==> config.mk <==
export PLATFORM = sky130hd
export DESIGN_NAME = card_host_regs
export DESIGN_NICKNAME = d
export VERILOG_FILES = /design/src/rtl/card_host_pkg.sv /design/src/rtl/card_host_wdec.sv /design/src/rtl/card_host_status.sv /design/src/rtl/card_host_rdmux.sv /design/src/rtl/card_host_regs.sv
export SDC_FILE = /design/constraint.sdc
export NUM_CORES = 1
export LEC_CHECK = 0
export ABC_AREA = 0
export BUFFER_PORTS_ARGS = -buffer_cell sky130_fd_sc_hd__clkbuf_2
export CORE_UTILIZATION = 52
export DETAILED_ROUTE_END_ITERATION = 8
export PLACE_DENSITY = 0.81
export SETUP_SLACK_MARGIN = 0.1
export SYNTH_ARGS = -nofsm -noshare
export SYNTH_HDL_FRONTEND = slang
export SYNTH_SLANG_ARGS = --single-unit
==> constraint.sdc <==
create_clock -name clk -period 2.94 [get_ports clk]
set_clock_uncertainty 0.15 [all_clocks]
set_input_delay 0.588 -clock clk [delete_from_list [all_inputs] [get_ports clk]]
set_output_delay 0.588 -clock clk [all_outputs]
set_load 0.05 [all_outputs]
==> src/rtl/card_host_pkg.sv <==
// Package: shared widths, word indices and the write-decode type for the
// card host register block. Word indices are byte offset divided by four;
// software and the command engine depend on this layout.
package card_host_pkg;
    localparam int unsigned DATA_W   = 32;
    localparam int unsigned NUM_STAT = 3;
    localparam int unsigned NUM_RSP  = 4;

    localparam int unsigned IDX_STAT  = 0;
    localparam int unsigned IDX_EN    = 1;
    localparam int unsigned IDX_BUF   = 2;
    localparam int unsigned IDX_CMD   = 3;
    localparam int unsigned IDX_ARG   = 4;
    localparam int unsigned IDX_RSP0  = 5;
    localparam int unsigned IDX_LEN   = 9;
    localparam int unsigned IDX_CNT   = 10;
    localparam int unsigned IDX_STATE = 11;

    typedef struct packed {
        logic stat_clr;
        logic en_ld;
        logic buf_ld;
        logic cmd_ld;
        logic arg_ld;
        logic len_ld;
        logic cnt_ld;
    } wr_dec_t;
endpackage

==> src/rtl/card_host_wdec.sv <==
// Module: write address decoder. Turns a bus write into one load strike
// per writable register. Assumes word-aligned offsets; unaligned or
// unmapped writes strike nothing and are dropped.
module card_host_wdec
    import card_host_pkg::*;
#(
    parameter int unsigned ADDR_W = 6
) (
    input  logic [ADDR_W-1:0] addr,
    input  logic              wr,
    output wr_dec_t           dec
);
    localparam int unsigned IW = ADDR_W - 2;

    logic [IW-1:0] idx;
    logic          ok;

    assign idx = addr[ADDR_W-1:2];
    assign ok  = wr && (addr[1:0] == 2'b00);

    // Purpose: one-hot style strikes for each writable word.
    always_comb begin
        dec          = '0;
        dec.stat_clr = ok && (idx == IW'(IDX_STAT));
        dec.en_ld    = ok && (idx == IW'(IDX_EN));
        dec.buf_ld   = ok && (idx == IW'(IDX_BUF));
        dec.cmd_ld   = ok && (idx == IW'(IDX_CMD));
        dec.arg_ld   = ok && (idx == IW'(IDX_ARG));
        dec.len_ld   = ok && (idx == IW'(IDX_LEN));
        dec.cnt_ld   = ok && (idx == IW'(IDX_CNT));
    end
endmodule

==> src/rtl/card_host_status.sv <==
// Module: interrupt status and enable. Holds pending events, applies
// write-one-to-clear and enable loads, and forms the level interrupt.
// Assumes events are single-cycle pulses; an event always beats a clear.
module card_host_status #(
    parameter int unsigned NUM_STAT = 3
) (
    input  logic                clk,
    input  logic                rst_n,
    input  logic                clr_wr,
    input  logic                en_wr,
    input  logic [NUM_STAT-1:0] wdata,
    input  logic [NUM_STAT-1:0] evt,
    output logic [NUM_STAT-1:0] stat_q,
    output logic [NUM_STAT-1:0] en_q,
    output logic [NUM_STAT-1:0] masked,
    output logic                irq
);
    logic [NUM_STAT-1:0] clr_mask;

    assign clr_mask = clr_wr ? wdata : '0;

    // Purpose: update pending status and mask; new events are ORed last.
    always_ff @(posedge clk) begin
        if (!rst_n) begin
            stat_q <= '0;
            en_q   <= '0;
        end else if (en_wr) begin
            en_q   <= wdata;
            stat_q <= evt;
        end else begin
            stat_q <= (stat_q & ~clr_mask) | evt;
        end
    end

    assign masked = stat_q & en_q;
    assign irq    = |masked;
endmodule

==> src/rtl/card_host_rdmux.sv <==
// Module: read multiplexer. Returns the addressed word in the same cycle
// and registers a one-cycle error for reads of undefined offsets. Assumes
// only status, responses and card state are readable.
module card_host_rdmux
    import card_host_pkg::*;
#(
    parameter int unsigned ADDR_W = 6
) (
    input  logic                      clk,
    input  logic                      rst_n,
    input  logic [ADDR_W-1:0]         addr,
    input  logic                      rd,
    input  logic [NUM_STAT-1:0]       masked,
    input  logic [NUM_RSP*DATA_W-1:0] rsp_flat,
    input  logic                      card_ro,
    output logic [DATA_W-1:0]         rdata,
    output logic                      err
);
    localparam int unsigned IW = ADDR_W - 2;

    logic [IW-1:0] idx;
    logic          hit;

    assign idx = addr[ADDR_W-1:2];

    // Purpose: select the read word and flag whether the offset is defined.
    always_comb begin
        rdata = '0;
        hit   = 1'b0;
        if (addr[1:0] == 2'b00) begin
            if (idx == IW'(IDX_STAT)) begin
                rdata = DATA_W'(masked);
                hit   = 1'b1;
            end
            if (idx == IW'(IDX_STATE)) begin
                rdata = DATA_W'({card_ro, 1'b1});
                hit   = 1'b1;
            end
            for (int i = 0; i < int'(NUM_RSP); i++) begin
                if (idx == IW'(IDX_RSP0 + i)) begin
                    rdata = rsp_flat[i*DATA_W +: DATA_W];
                    hit   = 1'b1;
                end
            end
        end
    end

    // Purpose: one-cycle error after a read that hit nothing.
    always_ff @(posedge clk) begin
        if (!rst_n) err <= 1'b0;
        else        err <= rd && !hit;
    end
endmodule

==> src/rtl/card_host_regs.sv <==
// Module: top of the card host register block. Holds the plain data
// registers and the response words, issues the command start pulse, and
// ties the write decoder, status unit and read mux together. Assumes the
// bus never writes and reads the same cycle it expects both to act.
module card_host_regs
    import card_host_pkg::*;
#(
    parameter int unsigned ADDR_W = 6
) (
    input  logic                      clk,
    input  logic                      rst_n,
    input  logic [ADDR_W-1:0]         bus_addr,
    input  logic                      bus_wr,
    input  logic                      bus_rd,
    input  logic [DATA_W-1:0]         bus_wdata,
    output logic [DATA_W-1:0]         bus_rdata,
    output logic                      bus_err,
    output logic                      irq,
    output logic                      cmd_go,
    output logic [DATA_W-1:0]         cmd_code,
    output logic [DATA_W-1:0]         cmd_arg,
    output logic [DATA_W-1:0]         buf_addr,
    output logic [DATA_W-1:0]         blk_len,
    output logic [DATA_W-1:0]         blk_cnt,
    input  logic                      rsp_valid,
    input  logic [NUM_RSP*DATA_W-1:0] rsp_words,
    input  logic [NUM_STAT-1:0]       evt_in,
    input  logic                      card_ro
);
    wr_dec_t                   dec;
    logic [NUM_STAT-1:0]       stat_q;
    logic [NUM_STAT-1:0]       en_q;
    logic [NUM_STAT-1:0]       masked;
    logic [NUM_RSP*DATA_W-1:0] rsp_q;

    card_host_wdec #(.ADDR_W(ADDR_W)) u_wdec (
        .addr (bus_addr),
        .wr   (bus_wr),
        .dec  (dec)
    );

    card_host_status #(.NUM_STAT(NUM_STAT)) u_status (
        .clk    (clk),
        .rst_n  (rst_n),
        .clr_wr (dec.stat_clr),
        .en_wr  (dec.en_ld),
        .wdata  (bus_wdata[NUM_STAT-1:0]),
        .evt    (evt_in),
        .stat_q (stat_q),
        .en_q   (en_q),
        .masked (masked),
        .irq    (irq)
    );

    card_host_rdmux #(.ADDR_W(ADDR_W)) u_rdmux (
        .clk      (clk),
        .rst_n    (rst_n),
        .addr     (bus_addr),
        .rd       (bus_rd),
        .masked   (masked),
        .rsp_flat (rsp_q),
        .card_ro  (card_ro),
        .rdata    (bus_rdata),
        .err      (bus_err)
    );

    // Purpose: plain data registers; length and count hold value plus one.
    always_ff @(posedge clk) begin
        if (!rst_n) begin
            buf_addr <= '0;
            cmd_arg  <= '0;
            blk_len  <= '0;
            blk_cnt  <= '0;
        end else begin
            if (dec.buf_ld) buf_addr <= bus_wdata;
            if (dec.arg_ld) cmd_arg  <= bus_wdata;
            if (dec.len_ld) blk_len  <= bus_wdata + DATA_W'(1);
            if (dec.cnt_ld) blk_cnt  <= bus_wdata + DATA_W'(1);
        end
    end

    // Purpose: one-cycle start pulse carrying the written command word.
    always_ff @(posedge clk) begin
        if (!rst_n) begin
            cmd_go   <= 1'b0;
            cmd_code <= '0;
        end else begin
            cmd_go <= dec.cmd_ld;
            if (dec.cmd_ld) cmd_code <= bus_wdata;
        end
    end

    // Purpose: one register per response word, loaded together.
    for (genvar g = 0; g < int'(NUM_RSP); g++) begin : g_rsp
        always_ff @(posedge clk) begin
            if (!rst_n)         rsp_q[g*DATA_W +: DATA_W] <= '0;
            else if (rsp_valid) rsp_q[g*DATA_W +: DATA_W] <= rsp_words[g*DATA_W +: DATA_W];
        end
    end
endmodule

# --- Word level (Yosys, flattened, before mapping) ---
# Cells that the tools add are included.
# W data, S select, Z words.
totals:
  register_bits: 296
  latch_bits: 0
  mem_bits_rw: 0
  rom_bits: 0
  inputBits: 175
  elab_cells: 58
  mem_count: 0
classes:
  n_addsub: 1
  n_mul: 0
  div_mod_pow: 0
  order_cmp: 0
  n_eq_ne: 11
  shift: 0
  muxes: 16
  n_bitwise: 4
  n_reduce_logical: 13
ops:
  columns: ["operator", "n"]
  rows:
  - ["$mux W32", 5]
  - ["$add A32 B1 Y32 const B", 1]
  - ["$eq A4 B3 Y1 const B", 4]
  - ["$eq A4 B4 Y1 const B", 4]
  - ["$mux W3", 4]
  - ["$logic_and A1 B1 Y1", 9]
  - ["$eq A4 B2 Y1 const B", 2]
  - ["$mux W1", 7]
  - ["$and A3 B3 Y3", 2]
  - ["$eq A4 B1 Y1 const B", 1]
  - ["$logic_not A4 Y1", 1]
  - ["$not A3 Y3", 1]
  - ["$or A3 B3 Y3", 1]
  - ["$reduce_or A3 Y1", 1]
  - ["$logic_not A2 Y1", 1]
  - ["$logic_not A1 Y1", 1]

# --- Depth between registers and ports, before layout ---
logic_depth:
  depth_word: 10
  mapped_depth: 8

# --- By module ---
# A second synthesis with hierarchy kept.
hier_totals:
  hier_cells: 1339
  hier_area_um2: 12489.5
by_module_without_submodules:
  columns: ["mod", "instances", "cells_each", "area_per_inst_um2", "seq_area_each_um2"]
  rows:
  - ["card_host_regs", 1, 1058, 10628.9, 5785.5]
  - ["card_host_rdmux", 1, 241, 1491.4, 20.0]
  - ["card_host_status", 1, 27, 281.5, 120.1]
  - ["card_host_wdec", 1, 13, 87.6, 0.0]

# --- Worst setup path before layout ---
# Ideal clock, no wire load.
synth_timing:
  path_kind: "input to output"
  from: "input bus_addr[4]"
  to: "output bus_rdata[10]"
  arrival_ps: 2416
  required_ps: 2202
  path_slack_ps: -214
  path_stages: 6
  cell_sequence: "clkbuf_1 > nand2b_1 > nor3_1 > clkbuf_1 > a22oi_1 > a21oi_1"
synth_via:
  elab_chain_cells: 6
  word_cells_on_any_way: 9
  classes_between: "eq/ne (4); mux (5)"
synth_rtl:
  columns: ["item", "line_no", "source"]
  rows:
  - ["start, declared", "card_host_regs.sv:12", "input logic [ADDR_W-1:0] bus_addr,"]
  - ["$eq A4 B3 Y1", "card_host_rdmux.sv:40", "if (idx == IW'(IDX_RSP0 + i)) begin"]
  - ["$mux W32 (3 in series)", "card_host_rdmux.sv:40", null]
  - ["$mux W32 *", "card_host_rdmux.sv:40", null]
  - ["$mux W32 *", "card_host_rdmux.sv:30", "if (addr[1:0] == 2'b00) begin"]
  - ["end, declared", "card_host_regs.sv:16", "output logic [DATA_W-1:0] bus_rdata,"]
# Every way passes the cells marked *; elsewhere a longest branch is shown, timed or not.

# --- Worst setup path in the final report ---
layout_timing:
  from: "input bus_addr[3]"
  to: "output bus_rdata[17]"
# Same word-level chain as after synthesis.

==> run summary <==
maximum fanout along the worst path = 30
FILL cells = 1790
TritonCTS sink count = 296
switch share = 0.241
iteration-0 DRC count of the detailed router = 707
worst reg-to-reg setup slack = 2070 ps
CTS tree = done
Synth Net Count = 1534
quantity of gates resized following cts = 0
clock share of power = 0.431
Rows = 55
required time worst endpoint = 2200 ps
Max-Cap Viols = 0
Core Area = 0.0229 mm²
Setup Viol. Count Final = 0
Critical path origin = bus_addr[3]
area grow syn2layout = 29.8%
WL per Instance = 19.0 µm
Psw = 2.12 mW
Final Wtd Congestion = 0.880
post-CTS setup buffers = 0
# DRC = 0
outcome = finished, final reports clean
PnR Total Power = 8.77 mW
post-synthesis mux area share = 0.107
Async SR Flop Fraction = 0
Tcrit/Tclk final = 0.944
syn avg cell area = 9.07 µm²
Netlist Area Pre-Place = 0.0123 mm²
worst path cell trace = clkbuf_2, nand2b_2, nor2_2, buf_12, a22oi_1, a21oi_4, buf_2
Worst-Margin Slew = 648 ps
R2R depth = 3
Synth Area in Simple Gates = 0.185
largest net degree at the start of global routing = 81
initial antenna violation count = 2
Worst path depth = 7
Final #Nets = 1852
CTS root buffer = clkbuf_16
share of cells above drive strength 1 = 0.293
vias per cell = 5.50
Synth Area in Compound Gates = 0.170
die height = 156 µm
Synth Area in Adders = 0.00102
crit path DAT = 2040 ps
Post-Synth XOR/XNOR Area = 0.0185
dpl ws = 143 ps
CP Launch Type = input pin
HP Class = input pin to register
area of the multi-input gates = 0.00630 mm²
IO Pins = 370
CP max stage delay = 280 ps
Final Hold Fails = 0
r2r startpoint = blk_cnt[31]
Slowest-stage cell, CP = nand2b_2
largest family of logic cells by synthesized area = simple AND/OR/NAND/NOR gates
Top FF cell, synth = dfxtp_1
top cells by area, synth = dfxtp_1 (48%), mux2i_1 (11%), nand2_1 (7.3%)
Setup crit end = bus_rdata[17]
Distinct cells, synth = 42
logic gate share of total power = 0.089
EDFF count, synth = 0
first-pass GRT wire length = 58.6 mm
Flop pwr share = 0.480
Tmin final = 2780 ps
hold_ws = 111 ps
vias in the first global route = 10800
register area share after synthesis = 0.481
vias = 11100
Setup Crit Path Kind = input pin to output pin
pwr/cell area = 548 mW/mm²
Pint = 6.65 mW
setup TNS = 0 ps
Max H-tree Level = 1
Die W = 156 µm
CP bufs+invs = 3
worst setup margin = 165 ps
max-slew violations = 0
die area = 0.0243 mm²
Tot GR Track Use = 0.307
final wirelength = 38.4 mm
RSZ-0062 raised after global routing = yes
Worst-Skew Late Latency = 560 ps
FMAX = 0.360 GHz
leakage power total = 6.77 nW
Reg area = 0.00593 mm²
Initial Util = 0.538
hold buffers post-CTS = 0
first drt pass iteration count = 6
#FFs+latches synth = 296
hpwl dp = 27.2 mm
synthesized instance count = 1358
synth warn = 0
Yosys top cell by area = dfxtp_1
worst reg2reg path endpoint = blk_cnt[31]
Max rail drop VDD = 0.470 mV
crit path capture type = output pin
Antenna Nets Post-Route = 0
GRT overflow = 0
CTS Buf Count = 31
I/O Buffers = 369
slew margin rel. = 0.564
Reg clk slew, reported paths = 60 ps
Finished Core Util = 0.698
Max clock buf depth = 3
Crit path max-delay family = buffers and inverters
Yosys top cell area share = 0.481
[cell type report]
type / count / area share
Antenna cell: 3 / 0.000469
Clock buffer: 41 / 0.0527
Sequential cell: 296 / 0.371
Timing Repair Buffer: 402 / 0.148
Multi-Input combinational cell: 942 / 0.394
Clock inverter: 15 / 0.00908
Tap cell: 313 / 0.0245
Inverter: 3 / 0.000704
[state kept, by name, summed over array words and instances, names as in the netlist]
signal / count
buf_addr: 32
u_rdmux.err: 1
cmd_arg: 32
cmd_go: 1
blk_len: 32
u_status.en_q: 3
rsp_q: 128
u_status.stat_q: 3
blk_cnt: 32
cmd_code: 32
[power by group through the flow]
| stage | Combinational [mW] | Sequential [mW] | Clock (mW) |
|---|---|---|---|
| after floorplan | 0.443 | 4.31 | 0 |
| after global placement | 0.760 | 4.29 | 0 |
| after detailed placement | 0.776 | 4.29 | 0 |
| after CTS | 0.780 | 4.20 | 3.82 |
| after global routing | 0.840 | 4.21 | 3.99 |
| final | 0.784 | 4.21 | 3.78 |
[metal layers]
metal | GRT usage | vias up | part of all wire
met2 | 0.534 | 497 | 0.49
li1 | - | 5301 | -
met3 | 0.0881 | 104 | 0.088
met4 | 0.147 | 0 | 0.046
met5 | 0 | - | 0
met1 | 0.344 | 5184 | 0.38
[synthesized netlist by cell type (10+ instances only)]
master	instances
xnor2_1	13
a21boi_0	91
nor3_1	10
a31oi_1	10
nand3_1	19
xor2_1	13
dfxtp_1	296
nor2_1	17
clkbuf_1	102
nand2_1	241
o211a_1	13
nor2b_1	135
o21ai_0	51
mux2i_1	132
a22oi_1	59
a21oi_1	73
[kinds of logic (layout without fill, tap and decap cells)]
group | count (synthesis) | in the layout
compound gates | 316 | 316
xor+xnor | 26 | 26
fa+ha+maj | 1 | 1
buf+inv | 120 | 461
flops | 296 | 296
mux | 132 | 132
other cells | 0 | 3
simple gates | 467 | 467
[layout by cell type (no fill, tap or decap), types with 4 or more instances in the layout]
master / netlist / final
clkbuf_1: 102 / 7
and3_1: 6 / 6
buf_4: 1 / 21
clkbuf_2: 0 / 337
o211a_1: 13 / 13
a21oi_4: 0 / 27
nor3_1: 10 / 9
buf_2: 7 / 13
a31oi_1: 10 / 9
nand2_1: 241 / 241
a22oi_1: 59 / 59
clkbuf_16: 0 / 31
xnor2_1: 13 / 13
nor2_1: 17 / 12
clkbuf_4: 0 / 12
and2_1: 4 / 4
clkinv_2: 0 / 9
a21boi_1: 7 / 7
buf_12: 0 / 17
mux2i_1: 132 / 132
o21a_1: 4 / 4
nand3_1: 19 / 19
nor4_1: 7 / 7
o21ai_0: 51 / 51
a21oi_1: 73 / 43
nor2b_1: 135 / 134
a21boi_0: 91 / 91
nand4_1: 9 / 9
dfxtp_1: 296 / 296
xor2_1: 13 / 13
[through the flow]
stage          cells  instance area [µm²]
2_1_floorplan   1358                12600
3_3_place_gp    1956                15000
3_5_place_dp    1956                15000
4_1_cts         2012                15900
5_1_grt         2014                16000
6_report        2015                16000
[how the worst min path moves through the flow]
stage | start | end | slack, ps | depth (start not counted)
after global routing | evt_in[1] | u_status.stat_q[1] | 90 | 2
final | evt_in[1] | u_status.stat_q[1] | 110 | 2
after detailed placement | cmd_code[6] | cmd_code[6] | 300 | 2
after floorplan | rsp_q[66] | rsp_q[66] | 330 | 2
after global placement | cmd_code[6] | cmd_code[6] | 290 | 2
after CTS | evt_in[2] | u_status.stat_q[2] | 90 | 2
(Power assumes the default switching activity.)
